### config.mk
export PLATFORM = sky130hd
export DESIGN_NAME = dram_pd_ctrl
export DESIGN_NICKNAME = d
export VERILOG_FILES = /design/src/rtl/dpd_pkg.sv /design/src/rtl/dpd_pair_decode.sv /design/src/rtl/dpd_pair_fsm.sv /design/src/rtl/dram_pd_ctrl.sv
export SDC_FILE = /design/constraint.sdc
export NUM_CORES = 1
export LEC_CHECK = 0
export ABC_AREA = 1
export BUFFER_PORTS_ARGS = -buffer_cell sky130_fd_sc_hd__buf_4
export CORE_MARGIN = 2
export CORE_UTILIZATION = 45
export CTS_CLUSTER_SIZE = 40
export DETAILED_ROUTE_END_ITERATION = 10
export PLACE_DENSITY = 0.62
export SKIP_CTS_REPAIR_TIMING = 1
export SLEW_MARGIN = 20
export SYNTH_ARGS = -nofsm -noshare
export SYNTH_HDL_FRONTEND = slang
export SYNTH_SLANG_ARGS = --single-unit
### constraint.sdc
create_clock -name clk -period 2.5 [get_ports clk]
set_clock_uncertainty 0.1 [all_clocks]
set_input_delay 0.5 -clock clk [delete_from_list [all_inputs] [get_ports clk]]
set_output_delay 0.5 -clock clk [all_outputs]
set_load 0.1 [all_outputs]
### src/rtl/dpd_pkg.sv
package dpd_pkg;
  typedef enum logic [1:0] {
    PD_AWAKE = 2'd0,
    PD_ASLEEP = 2'd1,
    PD_WAKING = 2'd2
  } pd_state_e;
endpackage

### src/rtl/dpd_pair_decode.sv
module dpd_pair_decode #(
  parameter int NUM_PAIRS      = 4,
  parameter int BANKS_PER_PAIR = 4,
  parameter int PW             = 2
) (
  input  logic [NUM_PAIRS*BANKS_PER_PAIR-1:0] bank_open,
  input  logic                                req_valid,
  input  logic [PW-1:0]                       req_pair,
  output logic [NUM_PAIRS-1:0]                req_hit,
  output logic [NUM_PAIRS-1:0]                all_closed
);
  for (genvar p = 0; p < NUM_PAIRS; p++) begin : g_pair
    assign req_hit[p]    = req_valid && (req_pair == PW'(p));
    assign all_closed[p] = ~|bank_open[p*BANKS_PER_PAIR +: BANKS_PER_PAIR];
  end
endmodule

### src/rtl/dpd_pair_fsm.sv
module dpd_pair_fsm
  import dpd_pkg::*;
#(
  parameter int IDLE_MIN = 6,
  parameter int LOW_MIN  = 4,
  parameter int EXIT_LAT = 3,
  localparam int CMAX    = (IDLE_MIN > LOW_MIN) ?
                           ((IDLE_MIN > EXIT_LAT) ? IDLE_MIN : EXIT_LAT) :
                           ((LOW_MIN > EXIT_LAT) ? LOW_MIN : EXIT_LAT),
  localparam int CW      = $clog2(CMAX + 1)
) (
  input  logic clk,
  input  logic rst_n,
  input  logic en,
  input  logic req_hit,
  input  logic all_closed,
  output logic cke,
  output logic ready
);
  pd_state_e st_q, st_d;
  logic [CW-1:0] cnt_q, cnt_d;
  logic idle_ok, wake;

  assign idle_ok = en && all_closed && !req_hit;
  assign wake    = req_hit || !en;

  always_comb begin
    st_d  = st_q;
    cnt_d = cnt_q;
    case (st_q)
      PD_AWAKE: begin
        if (!idle_ok) begin
          cnt_d = '0;
        end else if (cnt_q == CW'(IDLE_MIN - 1)) begin
          st_d  = PD_ASLEEP;
          cnt_d = '0;
        end else begin
          cnt_d = cnt_q + 1'b1;
        end
      end
      PD_ASLEEP: begin
        if (cnt_q != CW'(LOW_MIN - 1)) begin
          cnt_d = cnt_q + 1'b1;
        end else if (wake) begin
          st_d  = PD_WAKING;
          cnt_d = '0;
        end
      end
      PD_WAKING: begin
        if (cnt_q == CW'(EXIT_LAT - 1)) begin
          st_d  = PD_AWAKE;
          cnt_d = '0;
        end else begin
          cnt_d = cnt_q + 1'b1;
        end
      end
      default: begin
        st_d  = PD_AWAKE;
        cnt_d = '0;
      end
    endcase
  end

  always_ff @(posedge clk or negedge rst_n) begin
    if (!rst_n) begin
      st_q  <= PD_AWAKE;
      cnt_q <= '0;
    end else begin
      st_q  <= st_d;
      cnt_q <= cnt_d;
    end
  end

  assign cke   = (st_q != PD_ASLEEP);
  assign ready = (st_q == PD_AWAKE);
endmodule

### src/rtl/dram_pd_ctrl.sv
module dram_pd_ctrl #(
  parameter int NUM_PAIRS      = 4,
  parameter int BANKS_PER_PAIR = 4,
  parameter int IDLE_MIN       = 6,
  parameter int LOW_MIN        = 4,
  parameter int EXIT_LAT       = 3,
  localparam int PW            = (NUM_PAIRS > 1) ? $clog2(NUM_PAIRS) : 1
) (
  input  logic                                clk,
  input  logic                                rst_n,
  input  logic                                pd_en,
  input  logic [NUM_PAIRS*BANKS_PER_PAIR-1:0] bank_open,
  input  logic                                req_valid,
  input  logic [PW-1:0]                       req_pair,
  output logic [NUM_PAIRS-1:0]                cke,
  output logic [NUM_PAIRS-1:0]                pair_ready
);
  logic [NUM_PAIRS-1:0] req_hit;
  logic [NUM_PAIRS-1:0] all_closed;

  dpd_pair_decode #(
    .NUM_PAIRS(NUM_PAIRS), .BANKS_PER_PAIR(BANKS_PER_PAIR), .PW(PW)
  ) i_decode (
    .bank_open(bank_open), .req_valid(req_valid), .req_pair(req_pair),
    .req_hit(req_hit), .all_closed(all_closed)
  );

  for (genvar p = 0; p < NUM_PAIRS; p++) begin : g_pair
    dpd_pair_fsm #(
      .IDLE_MIN(IDLE_MIN), .LOW_MIN(LOW_MIN), .EXIT_LAT(EXIT_LAT)
    ) i_fsm (
      .clk(clk), .rst_n(rst_n), .en(pd_en),
      .req_hit(req_hit[p]), .all_closed(all_closed[p]),
      .cke(cke[p]), .ready(pair_ready[p])
    );
  end
endmodule

**After elaboration in Yosys (flattened, before gate mapping)**

Cells that the tools add are included.

- Flip-flop bits (word level): 20
- Bits of input ports: 22
- Output and inout port bits: 8
- Word-level logic and storage cells: 149

- Add/sub/neg operators: 4
- Equal/unequal tests: 51
- Mux-type cells: 48
- Reduce and logical (&&, ||, !) cells: 38

Operator list:

| cell | count |
|---|---|
| two-way mux 3 bit | 20 |
| two-way mux 2 bit | 20 |
| case mux 3 bit (3 select lines) | 4 |
| inequality test 2 x 1 -> 1 bit (second input constant) | 12 |
| inequality test 2 bit (second input constant) | 12 |
| case mux 2 bit (3 select lines) | 4 |
| AND reduction 5 bit | 4 |
| OR reduction 4 bit | 4 |
| adder 3 x 1 -> 3 bit (second input constant) | 4 |
| equality test 2 bit (second input constant) | 6 |
| equality test 3 x 2 -> 1 bit (second input constant) | 4 |
| equality test 3 bit (second input constant) | 4 |
| logical AND 1 bit | 12 |
| inequality test 3 x 1 -> 1 bit (second input constant) | 4 |
| inequality test 3 x 2 -> 1 bit (second input constant) | 4 |
| equality test 2 x 1 -> 1 bit (second input constant) | 5 |
| zero test 2 bit | 5 |
| zero test 1 bit | 9 |
| logical OR 1 bit | 4 |

**Longest topological paths before layout**

- Depth after elaboration: 6
- Mapped depth: 10
- Depth with buffers taken out: 10

**By module**

Synthesis repeated with hierarchy kept, for this count alone.

- Cell total of the unflattened synthesis: 303
- Area total of the unflattened synthesis: 1,895.6 sq um

By module, submodules not included:

| module | times used | cells each | area each (sq um) | sequential area each (sq um) |
|---|---|---|---|---|
| dpd_pair_fsm at g_pair[0].i_fsm ... | 3 | 68 | 447.9 | 125.1 |
| dpd_pair_fsm at g_pair[3].i_fsm | 1 | 63 | 416.6 | 125.1 |
| dpd_pair_decode | 1 | 36 | 135.1 | 0.0 |

**Worst setup path before layout**

No wires, ideal clock.

- Path type: flip-flop to output port
- From: register g_pair[3].i_fsm.st_q[1]
- To: output port pair_ready[3]
- Data arrival time: 1.011 ns
- Required time: 1.900 ns
- Slack: 0.889 ns
- Stages on the path, launching flop included: 3
- Buffers on the path: 1
- Cell sequence: dfrtp_1 nor2_1 buf_4

- Word-level cells in the longest chain between the ends: 1

Ends and longest elaborated chain:

| what | line | text |
|---|---|---|
| start, declared | dpd_pair_fsm.sv:20 | `pd_state_e st_q, st_d;` |
| start signal, assigned | dpd_pair_fsm.sv:69 | `st_q <= st_d;` |
| zero test 2 bit | dpd_pair_fsm.sv:75 | `assign ready = (st_q == PD_AWAKE);` |
| end, declared | dram_pd_ctrl.sv:16 | `output logic [NUM_PAIRS-1:0] pair_ready` |

Every way passes these cells.

**Worst setup path after layout**

Same ends and word-level chain as after synthesis.

==> flow_summary_export.csv <==
group,metric,value,unit
routing,ant_nets,0,
floorplanning,fp.dieH,69.78,µm
critical_path,cp.required,1.90,ns
clock_tree,clk_pin_slew,0.07,ns
sta,drv_slew,0,
sta,rsz0062_at_grt,"false",
synthesis,synth_flop_cell,"dfrtp_1",
critical_path,path_cells,"nor2_1 > buf_4",
routing,dr.pass1.iters,4,
routing,num_vias,1691,
critical_path,cp_data_arrival_time,1.37,ns
synthesis,ys_top_cells_by_count,"77 x nand2_1, 38 x inv_1, 31 x nor2_1",
critical_path,slowest_delay,0.42,ns
critical_path,end_kind,"output pin",
final_layout,antenna_cells,0,
routing,wl_per_cell,9.909,µm
floorplanning,die_width,69.78,µm
synthesis,synthTopCellsByArea,"dfrtp_1 26%, nand2_1 15%, ha_1 13%",
placed_design,place_congestion,0.8148,
routing,viasPerCell,4.658,
floorplanning,core-area,4086,µm²
placed_design,place_area,2167,µm²
routing,wl,3597,µm
final_layout,drive_above_1_share,22.68,%
grt,grt_remaining_overflow,0,
job,drv_cap,0,
clock_tree,ctsRootBufferMaster,"clkbuf_8",
min_path,hold_class,"primary input to async pin",
synthesis,syn_area,1947,µm²
status,outcome,"finished, final reports clean",
synthesis,ys_ff_latch,20,
floorplanning,io-pin-count,30,
final_layout,finish.instance_area,2208,µm²
sta,slew_headroom,73.66,%
grt,grt_usage,15.64,%
critical_path,cp_slowest_cell,"dfrtp_1",
grt,antenna_found_initial,0,
grt,grt_pass1_vias,1503,
power,power_density,897.7,nW/µm²
sta,hold_ws,0.01731,ns
final_layout,final_nets,357,
clock_tree,htree_levels,1,
sta,finalSetupViolations,0,
placed_design,port_buffers,29,
grt,grt_pass1_wl,6389,µm
critical_path,worstSetupPathType,"flop to output pin",
synthesis,syn_inst,289,
sta,period_minus_slack,1.973,ns
synthesis,synth_most_common_cell,"nand2_1",
clock_tree,cts_tree,"done",
final_layout,nFillCells,407,
routing,drc_errors,0,
floorplanning,rows,23,
synthesis,ys_seq_area_share,25.71,%
sta,final_hold_viol_count,0,
clock_tree,cts.sinks,20,
sta,tightestPinTransition,0.3937,ns
clock_tree,clk_path_buf_depth,2,
synthesis,ys_async_sr_fraction,100.0,%
synthesis,syn_nets,331,
clock_tree,worst_skew_pair.late_latency,0.25,ns
critical_path,crit_fanout,6,
sta,finalSetupTns,0,ns
synthesis,syn_area_per_cell,6.737,µm²
sta,post-route-period-util,78.92,%
final_layout,area_growth,13.43,%
clock_tree,cts_buffers,3,
critical_path,worst_setup_path_start_kind,"flop",
sta,timing.fmax,0.5068,GHz
power,leakage,1.178,nW
synthesis,yosysUniqueCellTypes,27,
placed_design,dpl.hpwl,3014,µm
critical_path,rrSetupSlack,0.92,ns
synthesis,synth_edf_count,0,
floorplanning,initial_core_util,47.64,%
synthesis,yosys.area.top_type_share,25.71,%
final_layout,final_cells,363,
grt,grt_max_degree,21,
synthesis,yosys_warnings,0,
floorplanning,dieArea,4869,µm²
power,ir_drop,0.4156,mV
placed_design,dp.cells,360,
routing,first_iter_violations,80,
synthesis,yosysTopAreaCell,"dfrtp_1",
-- power by group --
group / switching [W] / internal [W] / total, W
Combinational: 0.000888 / 0.000383 / 0.00127
Clock: 0.0000995 / 0.000107 / 0.000207
Sequential: 0.000100 / 0.000405 / 0.000505
Total: 0.00109 / 0.000895 / 0.00198
-- cell type report --
class	instances	area, µm²	share of cell area (%)
sequential	20	500.5	22.66
tap	50	62.56	2.833
inverter	51	196.4	8.895
multi-input combinational	210	1190	53.88
timing repair buffer	29	217.7	9.858
clock buffer	3	41.29	1.870
-- flip-flops by register name (all words and copies together) (netlist names) --
| register | flops |
|---|---|
| g_pair.i_fsm.st_q | 8 |
| g_pair.i_fsm.cnt_q | 12 |
-- final timing paths --
kind / start / endpoint / cells past startpoint
worst max-delay path: g_pair[3].i_fsm.st_q[1] / pair_ready[3] / 2
worst min-delay path: rst_n / g_pair[1].i_fsm.cnt_q[2] / 1
worst max register to register: g_pair[2].i_fsm.cnt_q[0] / g_pair[2].i_fsm.st_q[0] / 10
worst min register to register: g_pair[1].i_fsm.cnt_q[2] / g_pair[1].i_fsm.cnt_q[2] / 2
max in group asynchronous: rst_n / g_pair[2].i_fsm.st_q[0] / 1
min in group clk: g_pair[1].i_fsm.cnt_q[2] / g_pair[1].i_fsm.cnt_q[2] / 2
-- cell usage in the layout, fill, tap and decap left out, drive strengths merged, types with 5 or more instances in the layout --
cell,count
inv,50
ha,20
nand3,23
dfrtp,20
buf,29
a21oi,9
nand2,90
nor3,5
nor2,40
o21ai,11
-- kinds of logic after synthesis --
logic type	share of synthesized area, %
adder cells (fa/ha/maj)	12.85
flip-flops	25.71
buffers and inverters	13.18
AO/OA/AOI/OAI	8.290
AND/OR/NAND/NOR	39.97
-- routing by layer --
layer | up-vias | share of wire [%] | GRT usage, %
met5 | - | 0 | 0
met4 | 0 | 0.72 | 4.487
met3 | 2 | 4.1 | 2.326
met2 | 24 | 42 | 24.66
met1 | 713 | 53 | 22.20
li1 | 952 | - | -
-- worst max-delay path, delay by kind of cell (launching register included) --
kind / cells / cell delay [ns]
flops: 1 / 0.42
simple gates: 1 / 0.33
buf+inv: 1 / 0.37
-- stage by stage --
step	util (%)	power [W]	setup slack (ns)
4_1_cts	54.04	0.002006	0.5017
2_1_floorplan	-	0.001608	0.8890
6_report	54.04	0.001982	0.5269
3_3_place_gp	53.03	0.001788	0.8188
5_1_grt	54.04	0.002161	0.4102
3_5_place_dp	53.03	0.001794	0.7800
Note: power is estimated with default switching activity, not from simulation.
